`src/rtl/erx_pkg.sv`:
```
package erx_pkg;

    localparam int EV_W     = 5;
    localparam int EV_DEST  = 0;
    localparam int EV_BLK   = 1;
    localparam int EV_OK    = 2;
    localparam int EV_CRC   = 3;
    localparam int EV_RUNT  = 4;

    typedef enum logic [1:0] {
        ST_IDLE = 2'd0,
        ST_HDR  = 2'd1,
        ST_ADDR = 2'd2,
        ST_BULK = 2'd3
    } erx_state_t;

    typedef struct packed {
        logic cnt_clr;
        logic cnt_inc;
        logic dest_set;
        logic dest_clr;
        logic blk_set;
        logic blk_clr;
        logic ok_set;
        logic crc_set;
        logic runt_set;
    } erx_act_t;

endpackage

```
`src/rtl/erx_byte_counter.sv`:
```
module erx_byte_counter #(
    parameter int CNT_W = 11
) (
    input  logic             clk,
    input  logic             rst_n,
    input  logic             clr,
    input  logic             inc,
    output logic [CNT_W-1:0] cnt
);

    localparam logic [CNT_W-1:0] CNT_MAX = {CNT_W{1'b1}};

    always_ff @(posedge clk or negedge rst_n) begin
        if (!rst_n) begin
            cnt <= '0;
        end else if (clr) begin
            cnt <= '0;
        end else if (inc && (cnt != CNT_MAX)) begin
            cnt <= cnt + 1'b1;
        end
    end

endmodule

```
`src/rtl/erx_frame_fsm.sv`:
```
module erx_frame_fsm
    import erx_pkg::*;
#(
    parameter int CNT_W       = 11,
    parameter int EARLY_BYTES = 128,
    parameter int MIN_BYTES   = 64
) (
    input  logic             clk,
    input  logic             rst_n,
    input  logic             rx_start,
    input  logic             rx_byte_vld,
    input  logic             rx_da_pass,
    input  logic             rx_end,
    input  logic             rx_crc_ok,
    input  logic [CNT_W-1:0] cnt,
    output erx_act_t         act,
    output erx_state_t       state
);

    localparam logic [CNT_W:0] EARLY_C = (CNT_W+1)'(EARLY_BYTES);
    localparam logic [CNT_W:0] MIN_C   = (CNT_W+1)'(MIN_BYTES);

    erx_state_t     nxt;
    logic [CNT_W:0] eff;

    assign eff = {1'b0, cnt} + {{CNT_W{1'b0}}, rx_byte_vld};

    always_ff @(posedge clk or negedge rst_n) begin
        if (!rst_n) begin
            state <= ST_IDLE;
        end else begin
            state <= nxt;
        end
    end

    always_comb begin
        act = '0;
        nxt = state;
        if (rx_start) begin
            act.cnt_clr  = 1'b1;
            act.dest_clr = 1'b1;
            act.blk_clr  = 1'b1;
            nxt          = ST_HDR;
        end else begin
            act.cnt_inc = rx_byte_vld && (state != ST_IDLE);
            unique case (state)
                ST_IDLE: begin
                    nxt = ST_IDLE;
                end
                ST_HDR: begin
                    if (rx_end) begin
                        act.cnt_clr = 1'b1;
                        nxt         = ST_IDLE;
                    end else if (rx_da_pass) begin
                        act.dest_set = 1'b1;
                        nxt          = ST_ADDR;
                    end
                end
                ST_ADDR: begin
                    if (rx_end) begin
                        act.dest_clr = 1'b1;
                        act.blk_clr  = 1'b1;
                        act.cnt_clr  = 1'b1;
                        if (eff < MIN_C) begin
                            act.runt_set = 1'b1;
                            act.crc_set  = !rx_crc_ok;
                        end else begin
                            act.ok_set  = rx_crc_ok;
                            act.crc_set = !rx_crc_ok;
                        end
                        nxt = ST_IDLE;
                    end else if (eff >= EARLY_C) begin
                        act.blk_set  = 1'b1;
                        act.dest_clr = 1'b1;
                        nxt          = ST_BULK;
                    end
                end
                ST_BULK: begin
                    if (rx_end) begin
                        act.dest_clr = 1'b1;
                        act.blk_clr  = 1'b1;
                        act.cnt_clr  = 1'b1;
                        act.ok_set   = rx_crc_ok;
                        act.crc_set  = !rx_crc_ok;
                        nxt          = ST_IDLE;
                    end
                end
            endcase
        end
    end

endmodule

```
`src/rtl/erx_event_regs.sv`:
```
module erx_event_regs
    import erx_pkg::*;
(
    input  logic            clk,
    input  logic            rst_n,
    input  erx_act_t        act,
    input  logic            rd_strobe,
    output logic [EV_W-1:0] ev,
    output logic [EV_W-1:0] set_vec
);

    always_comb begin
        set_vec          = '0;
        set_vec[EV_DEST] = act.dest_set;
        set_vec[EV_BLK]  = act.blk_set;
        set_vec[EV_OK]   = act.ok_set;
        set_vec[EV_CRC]  = act.crc_set;
        set_vec[EV_RUNT] = act.runt_set;
    end

    always_ff @(posedge clk or negedge rst_n) begin
        if (!rst_n) begin
            ev[EV_DEST] <= 1'b0;
            ev[EV_BLK]  <= 1'b0;
        end else begin
            if (act.dest_set) begin
                ev[EV_DEST] <= 1'b1;
            end else if (act.dest_clr) begin
                ev[EV_DEST] <= 1'b0;
            end
            if (act.blk_set) begin
                ev[EV_BLK] <= 1'b1;
            end else if (act.blk_clr) begin
                ev[EV_BLK] <= 1'b0;
            end
        end
    end

    for (genvar g = EV_OK; g < EV_W; g++) begin : g_sticky
        always_ff @(posedge clk or negedge rst_n) begin
            if (!rst_n) begin
                ev[g] <= 1'b0;
            end else if (set_vec[g]) begin
                ev[g] <= 1'b1;
            end else if (rd_strobe) begin
                ev[g] <= 1'b0;
            end
        end
    end

endmodule

```
`src/rtl/erx_irq_gen.sv`:
```
module erx_irq_gen
    import erx_pkg::*;
(
    input  logic            clk,
    input  logic            rst_n,
    input  logic [EV_W-1:0] set_vec,
    input  logic [EV_W-1:0] ie,
    input  logic            gie,
    input  logic            rd_strobe,
    output logic            irq
);

    logic pend;
    logic hit;

    assign hit = |(set_vec & ie);

    always_ff @(posedge clk or negedge rst_n) begin
        if (!rst_n) begin
            pend <= 1'b0;
        end else if (hit) begin
            pend <= 1'b1;
        end else if (rd_strobe) begin
            pend <= 1'b0;
        end
    end

    assign irq = pend && gie;

endmodule

```
`src/rtl/erx_event_tracker.sv`:
```
module erx_event_tracker
    import erx_pkg::*;
#(
    parameter int CNT_W       = 11,
    parameter int EARLY_BYTES = 128,
    parameter int MIN_BYTES   = 64
) (
    input  logic            clk,
    input  logic            rst_n,
    input  logic            rx_start,
    input  logic            rx_byte_vld,
    input  logic            rx_da_pass,
    input  logic            rx_end,
    input  logic            rx_crc_ok,
    input  logic [4:0]      ev_ie,
    input  logic            irq_gie,
    input  logic            rd_strobe,
    output logic [4:0]      rd_data,
    output logic            irq
);

    erx_act_t         act;
    erx_state_t       state;
    logic [CNT_W-1:0] cnt;
    logic [EV_W-1:0]  ev;
    logic [EV_W-1:0]  set_vec;

    erx_byte_counter #(.CNT_W(CNT_W)) cnt_i (
        .clk   (clk),
        .rst_n (rst_n),
        .clr   (act.cnt_clr),
        .inc   (act.cnt_inc),
        .cnt   (cnt)
    );

    erx_frame_fsm #(
        .CNT_W       (CNT_W),
        .EARLY_BYTES (EARLY_BYTES),
        .MIN_BYTES   (MIN_BYTES)
    ) fsm_i (
        .clk         (clk),
        .rst_n       (rst_n),
        .rx_start    (rx_start),
        .rx_byte_vld (rx_byte_vld),
        .rx_da_pass  (rx_da_pass),
        .rx_end      (rx_end),
        .rx_crc_ok   (rx_crc_ok),
        .cnt         (cnt),
        .act         (act),
        .state       (state)
    );

    erx_event_regs regs_i (
        .clk       (clk),
        .rst_n     (rst_n),
        .act       (act),
        .rd_strobe (rd_strobe),
        .ev        (ev),
        .set_vec   (set_vec)
    );

    erx_irq_gen irq_i (
        .clk       (clk),
        .rst_n     (rst_n),
        .set_vec   (set_vec),
        .ie        (ev_ie),
        .gie       (irq_gie),
        .rd_strobe (rd_strobe),
        .irq       (irq)
    );

    assign rd_data = ev;

endmodule

```
`config.mk`:
```
export PLATFORM = sky130hd
export DESIGN_NAME = erx_event_tracker
export DESIGN_NICKNAME = d
export VERILOG_FILES = /design/src/rtl/erx_pkg.sv /design/src/rtl/erx_byte_counter.sv /design/src/rtl/erx_frame_fsm.sv /design/src/rtl/erx_event_regs.sv /design/src/rtl/erx_irq_gen.sv /design/src/rtl/erx_event_tracker.sv
export SDC_FILE = /design/constraint.sdc
export NUM_CORES = 1
export LEC_CHECK = 0
export BUFFER_PORTS_ARGS = -buffer_cell sky130_fd_sc_hd__buf_2
export CAP_MARGIN = 20
export CORE_MARGIN = 2
export CORE_UTILIZATION = 55
export DETAILED_ROUTE_END_ITERATION = 10
export GPL_ROUTABILITY_DRIVEN = 0
export PLACE_DENSITY = 0.77
export SLEW_MARGIN = 20
export SYNTH_ARGS = -nofsm -noshare
export SYNTH_HDL_FRONTEND = slang
export SYNTH_HIERARCHICAL = 1
export SYNTH_SLANG_ARGS = --single-unit
```
`constraint.sdc`:
```
create_clock -name clk -period 3.6 [get_ports clk]
set_input_delay 0 -clock clk [delete_from_list [all_inputs] [get_ports clk]]
set_output_delay 0 -clock clk [all_outputs]
set_load 0.1 [all_outputs]
```
==> metrics.md, run 1 <==
| Metric | Value |
|---|---|
| H-tree Lvls | `1` |
| Power Dens Cells | `278 nW/um^2` |
| Core area | `2250 um^2` |
| CTS tree | `done` |
| Clock buffer depth | `2` |
| Startpoint types | `flop` |
| Hold Crit Depth | `3` |
| Post-synthesis instance total | `138` |
| CP Max Fanout | `4` |
| Initial antenna violation count | `0` |
| Starting Density | `58.8%` |
| Sequential element share of the synthesized area | `35.8%` |
| Total of max-cap violations | `0` |
| DP Wirelength | `2000 um` |
| Cell area after layout | `1490 um^2` |
| Routed Antenna Nets | `0` |
| Avg Cell Area, Syn | `9.61 um^2` |
| WS Path Type | `flop to flop` |
| Min Tclk post-route | `2600 ps` |
| Period utilization | `72.2%` |
| Clock root buffer master | `clkbuf_4` |
| Sink Count | `19` |
| Cts bufs inserted | `3` |
| Slew HR | `63.6%` |
| Ys Warns | `6` |
| Die area | `2820 um^2` |
| Largest net degree at the start of global routing | `20` |
| FF-to-FF path depth | `8` |
| Synthesized net count | `160` |
| Placed Area | `1410 um^2` |
| Worst-path cell chain | `ha_1 > ha_1 > nor4_1 > o21bai_1 > and3_1 > a22oi_1 > nand4_1 > dlygate4sd3_1` |
| Mapped cell area | `1330 um^2` |
| Layout fillers | `188` |
| Worst Skew | `0.967 ps` |
| Pre-antenna DRT Iters | `4` |
| Die Y | `53.1 um` |
| Critical path required time | `3800 ps` |
| IO buf count | `19` |
| Unrepaired setup endpoints after global routing | `false` |
| Clock-pin slew on the worst setup and hold paths | `110 ps` |
| Setup tns final | `0 ps` |
| Total power draw | `0.414 mW` |
| Hold Path Class | `input port to flop` |
| Via count | `1118` |
| Worst path arrival time | `2800 ps` |
| Vias in the first global route | `1041` |
| Worst-Skew Late Latency | `310 ps` |
| Least-Margin Pin Slew | `545 ps` |
| Remaining DRCs | `0` |
| GR Overflow Total | `0` |
| GRT Overall Usage | `22.5%` |
| IO Pins | `20` |
| Fin. Hold Viols | `0` |
| Routed WL per cell | `14.5 um` |
| Crit path capture type | `flop` |
| Hold_ws | `51.7 ps` |
| Die Span X | `53.1 um` |
| Final setup violating endpoints | `0` |
| Max-slew violation count | `0` |
| Synth-to-Final Area Change | `12.3%` |
| Final net count | `182` |
| Netlist cell types | `44` |
| Setup Slack @ Placement | `1460 ps` |
| Antenna fix cells | `0` |
| Worst setup margin | `1000 ps` |
| Largest stage delay, worst path | `570 ps` |
| Worst vdd ir | `0.287 mV` |
| F_max | `385 MHz` |
| Final wirelength | `2720 um` |
| Status | `finished, final reports clean` |
| Starting DRT DRC Count | `17` |
| Fraction of layout instances using a drive strength above 1 | `21.4%` |
| Synthesized flop and latch total | `19` |
| P_leak | `0.775 nW` |
| DR vias/cell | `5.98` |
| FP Rows | `17` |
| Worst path most repeated cell | `ha_1` |
| First-pass GRT wire length | `4530 um` |
| Slowest cell on the critical path | `dlygate4sd3_1` |
| Post_cts resized | `0` |
[synthesized netlist by cell type, drive strengths merged]
library cell / n / area [um^2]
nor2: 9 / 33.8
a41oi: 1 / 8.76
a211oi: 2 / 15.0
and4: 4 / 40.0
a21oi: 9 / 45.0
clkinv: 1 / 3.75
xor2: 4 / 35.0
nor2b: 1 / 6.26
a311oi: 1 / 8.76
o21ai: 2 / 10.0
a22oi: 2 / 15.0
or2: 1 / 6.26
nor3: 1 / 5.00
o211ai: 5 / 37.5
nor4b: 1 / 15.0
o31ai: 2 / 42.5
buf: 5 / 37.5
nand4b: 1 / 8.76
nand2: 6 / 22.5
o21a: 1 / 7.51
o311a: 1 / 10.0
nand3: 2 / 10.0
or3: 2 / 12.5
a31oi: 1 / 6.26
a21o: 8 / 60.1
o21bai: 2 / 15.0
and3: 5 / 33.8
mux2i: 2 / 20.0
ha: 8 / 100
clkbuf: 2 / 7.51
nand2b: 3 / 18.8
nor3b: 5 / 37.5
nor4: 1 / 6.26
o41ai: 1 / 8.76
and2: 1 / 6.26
inv: 11 / 41.3
nand4: 5 / 52.6
dfrtp: 19 / 475
[repair_timing]
action | 4_1_cts | 5_1_grt
endpoints found under the setup margin | 0 | 0
hold endpoints to repair | 23 | 0
hold buffers | 5 | 0
setup buffers | 0 | 0
[where the power goes]
group	total (mW)	internal [mW]	leakage, nW	switching (mW)
Clock	0.113	0.0416	0.0177	0.0713
Combinational	0.0777	0.0290	0.495	0.0487
Sequential	0.223	0.219	0.262	0.00452
Total	0.414	0.289	0.775	0.125
[worst max-delay path: cells and delay by family (launching register included)]
kind / cells / cell delay [ps]
DFF: 1 / 450
adders and majority gates: 2 / 470
buffers and inverters: 1 / 570
AOI/OAI and AO/OA: 2 / 380
and+or+nand+nor: 3 / 640
[routing by layer]
layer / GRT usage [%] / up-vias / part of all wire (%)
li1: - / 546 / -
met2: 36.5 / 32 / 48
met4: 11.5 / 0 / 2.0
met5: 0 / - / 0
met1: 28.9 / 535 / 45
met3: 3.39 / 5 / 5.1
[path summary, 6_finish.rpt]
| path | start | endpoint | slack (ps) |
|---|---|---|---|
| setup reg to reg | cnt_i/cnt[0]$_DFFE_PN0P_ | irq_i/pend$_DFFE_PN0P_ | 1000 |
| min in group asynchronous | rst_n | regs_i/ev[0]$_DFFE_PN0P_ | 140 |
| max in group asynchronous | rst_n | fsm_i/state[1]$_DFFE_PN0P_ | 3160 |
| hold / removal | rx_da_pass | regs_i/ev[0]$_DFFE_PN0P_ | 50 |
| setup / recovery | cnt_i/cnt[0]$_DFFE_PN0P_ | irq_i/pend$_DFFE_PN0P_ | 1000 |
| hold reg to reg | regs_i/ev[0]$_DFFE_PN0P_ | regs_i/ev[0]$_DFFE_PN0P_ | 490 |
[logic make-up (layout without fill, tap and decap cells)]
family	after synthesis	in the layout	share of synthesized area [%]
compound gates	38	38	21.9
xor+xnor	4	4	2.64
fa+ha+maj	8	8	7.55
buf+inv	19	40	6.79
flops	19	19	35.8
mux	2	2	1.51
simple gates	48	48	23.8
[cell type report]
type	instances	area [um^2]	area share (%)
clock inverters	1	5.00	0.336
repair buffers	24	145	9.75
inverters	12	45.0	3.03
flip-flops and latches	19	475	31.9
clock buffers	3	22.5	1.51
well taps	28	35.0	2.35
multi-input cells	100	761	51.1
[registers in the layout, summed over array words and instances (netlist names)]
name	count
cnt_i/cnt	11
fsm_i/state	2
irq_i/pend	1
regs_i/ev	5
[layout by cell type (no fill, tap or decap), types with 2 or more instances in the layout]
master         Yosys  routed
o211ai_1           5       5
nand2_1            6       6
nor3b_1            5       5
nand2b_1           3       3
and3_2             2       2
dlygate4sd3_1      0       5
dfrtp_1           19      19
o31ai_4            2       2
xor2_1             4       4
a22oi_1            2       2
buf_2              0      19
o21bai_1           2       2
nand4_1            3       3
and3_1             3       3
clkbuf_4           0       3
inv_1             11      11
ha_1               8       8
mux2i_1            2       2
a21o_1             8       8
nand3_1            2       2
or3_1              2       2
nor2_1             9       9
a211oi_1           2       2
a21oi_1            9       9
and4_2             2       2
[metrics by stage]
stage,utilization (%),cells
2_1_floorplan,-,138
3_3_place_gp,62.6,178
3_5_place_dp,62.6,178
4_1_cts,66.0,187
5_1_grt,66.0,187
6_report,66.0,187
Power figures use the tool's default switching activity.
==> inputs of run 2 (changes only) <==
clock period = 2.6 ns   (was 3.6 ns; I/O delays follow)
==> run 2 against run 1 <==
  * Total power grew 37%
  * First-iteration DRC count shrank 5.9%
  * Sequential share of layout area is essentially flat
  * Critical endpoint unchanged
  * Largest cell class unchanged
==> metrics.md, run 2 (synthesis results as in run 1) <==
| Metric | Value |
|---|---|
| Via count | `1119 (+0.089%)` |
| Antenna fix cells | `0 (unchanged)` |
| H-tree Lvls | `1 (unchanged)` |
| Routed WL per cell | `15.0 um (+3.0%)` |
| DR vias/cell | `5.95 (-0.44%)` |
| Clock-pin slew on the worst setup and hold paths | `110 ps (about the same)` |
| Synth-to-Final Area Change | `12.6%` |
| Critical path required time | `2780 ps (-1020 ps)` |
| Multi-input logic area | `763 um^2 (+0.33%)` |
| First-pass GRT wire length | `4350 um (-4.1%)` |
| Clock buffer depth | `2 (unchanged)` |
| Top reg by flops | `cnt_i/cnt` |
| Crit path capture type | `flop` |
| Min Tclk post-route | `2440 ps (-155 ps)` |
| Core area | `2250 um^2 (unchanged)` |
| Least-Margin Pin Slew | `487 ps (-57.9 ps)` |
| Die Span X | `53.1 um (unchanged)` |
| Cts bufs inserted | `3 (unchanged)` |
| Worst path arrival time | `2630 ps (-170 ps)` |
| Vias in the first global route | `1014 (-2.6%)` |
| Remaining DRCs | `0 (unchanged)` |
| Die Y | `53.1 um (unchanged)` |
| F_max | `409 MHz (+6.4%)` |
| Power Dens Cells | `378 nW/um^2 (+36%)` |
| Period utilization | `94.0% (+22 points)` |
| Capture point of the worst reg-to-reg path | `irq_i/pend$_DFFE_PN0P_` |
| Register Area | `477 um^2 (+0.26%)` |
| Worst setup path start | `cnt_i/cnt[4]$_DFFE_PN0P_` |
| IO buf count | `19 (unchanged)` |
| WS Path Type | `flop to flop` |
| Pre-antenna DRT Iters | `4 (unchanged)` |
| Sink Count | `19 (unchanged)` |
| CTS tree | `done` |
| Commonest non-fill, non-tap cell in the layout | `buf_2` |
| Slew HR | `67.7% (+4.2 points)` |
| IO Pins | `20 (unchanged)` |
| RR Startpoint | `cnt_i/cnt[4]$_DFFE_PN0P_` |
| Kind of cell adding the most delay to the critical path | `compound AO/OA/AOI/OAI gates` |
| Startpoint types | `flop` |
| Worst Setup EP | `irq_i/pend$_DFFE_PN0P_` |
| Worst Skew | `7.61 ps (+6.64 ps)` |
| Max-slew violation count | `0 (unchanged)` |
| Total of max-cap violations | `0 (unchanged)` |
| Unrepaired setup endpoints after global routing | `false` |
| CP Max Fanout | `7 (+3)` |
| FP Rows | `17 (unchanged)` |
| Fin util | `66.3% (+0.22 points)` |
| Largest net degree at the start of global routing | `20 (unchanged)` |
| Routed Antenna Nets | `0 (unchanged)` |
| Status | `finished, final reports clean` |
| Total power draw | `0.565 mW (+37%)` |
| Number of cells on the critical path | `7 (-1)` |
| P_leak | `0.776 nW (+0.11%)` |
| Most frequent cells in the layout | `buf_2 (19), dfrtp_1 (18), inv_1 (11)` |
| GRT Overall Usage | `21.3% (-1.2 points)` |
| Fin. Hold Viols | `0 (unchanged)` |
| Placed Instances | `179 (+0.56%)` |
| R2r setup slk | `160 ps (-840 ps)` |
| Clock root buffer master | `clkbuf_4` |
| Worst vdd ir | `0.349 mV (+22%)` |
| Largest register FFs | `11 (unchanged)` |
| Worst-Skew Late Latency | `290 ps (-20 ps)` |
| Final wirelength | `2810 um (+3.5%)` |
| Final setup violating endpoints | `0 (unchanged)` |
| FF-to-FF path depth | `7 (-1)` |
| Worst-path cell chain | `and4_4 > and4_1 > o21ai_1 > o311a_1 > a22oi_1 > nand4_1 > dlygate4sd3_1` |
| Starting DRT DRC Count | `16 (-1)` |
| Fraction of layout instances using a drive strength above 1 | `23.8% (+2.4 points)` |
| DP Wirelength | `2080 um (+4.2%)` |
| Post-layout instance count excluding filler cells | `188 (+0.53%)` |
| Starting Density | `58.8% (unchanged)` |
| Die area | `2820 um^2 (unchanged)` |
| Largest regs | `cnt_i/cnt x11, regs_i/ev x5, fsm_i/state x2` |
| Hold Path Class | `input port to flop` |
| Final net count | `183 (+0.55%)` |
| Slowest cell on the critical path | `dlygate4sd3_1` |
| GR Overflow Total | `0 (unchanged)` |
| Layout fillers | `196 (+4.3%)` |
| Initial antenna violation count | `0 (unchanged)` |
| Buf/Inv on CP | `1 (unchanged)` |
| Largest stage delay, worst path | `580 ps (about the same)` |
| Setup tns final | `0 ps (unchanged)` |
-- run 2: power breakdown --
part | internal, mW | total [mW] | leakage [nW] | switching (mW)
clock network | 0.0597 | 0.145 | 0.0150 | 0.0857
logic | 0.0422 | 0.112 | 0.500 | 0.0695
registers | 0.303 | 0.308 | 0.260 | 0.00566
total | 0.404 | 0.565 | 0.776 | 0.161
-- run 2: what timing repair did --
action,CTS,global route
endpoints found under the hold margin,20,0
setup buffers,0,2
setup endpoints to repair,0,1
hold buffers,3,0
gates resized for setup,0,2
-- run 2: worst min path at each step --
stage               cells after the start  slack, ps      start                  endpoint
floorplan                               0       -300      rst_n  cnt_i/cnt[0]$_DFFE_PN0P_
global placement                        1        -40      rst_n  regs_i/ev[0]$_DFFE_PN0P_
detailed placement                      1        -30      rst_n  regs_i/ev[0]$_DFFE_PN0P_
CTS                                     3         10  rd_strobe  regs_i/ev[3]$_DFFE_PN0P_
global route                            3         10  rd_strobe  regs_i/ev[4]$_DFFE_PN0P_
finish                                  3         20  rd_strobe  regs_i/ev[3]$_DFFE_PN0P_
-- run 2: tightest hold or removal path, delay by kind of cell --
family | cells | cell delay [ps]
AOI/OAI and AO/OA | 1 | 150
buffers and inverters | 2 | 150
-- run 2: cell type report --
class / instances / share of cell area [%]
clock buffers: 4 / 1.76
inverters: 12 / 3.02
multi-input cells: 100 / 51.1
flip-flops and latches: 19 / 31.9
well taps: 28 / 2.35
repair buffers: 25 / 9.88
-- run 2: layer usage --
| metal | global-route usage, % | wire, um | up-vias |
|---|---|---|---|
| met5 | 0 | 0 | - |
| met4 | 4.27 | 14 | 0 |
| met3 | 5.37 | 162 | 2 |
| met2 | 39.4 | 1400 | 35 |
| met1 | 24.6 | 1240 | 536 |
| li1 | - | - | 546 |
-- run 2: metrics by stage --
stage / instance area (um^2) / hold slack, ps / setup WS [ps]
floorplan: 1330 / -296 / 635
global route: 1490 / 12.0 / 23.7
detailed placement: 1420 / -29.8 / 628
finish: 1490 / 24.2 / 155
CTS: 1480 / 14.0 / 91.7
global placement: 1420 / -39.3 / 675
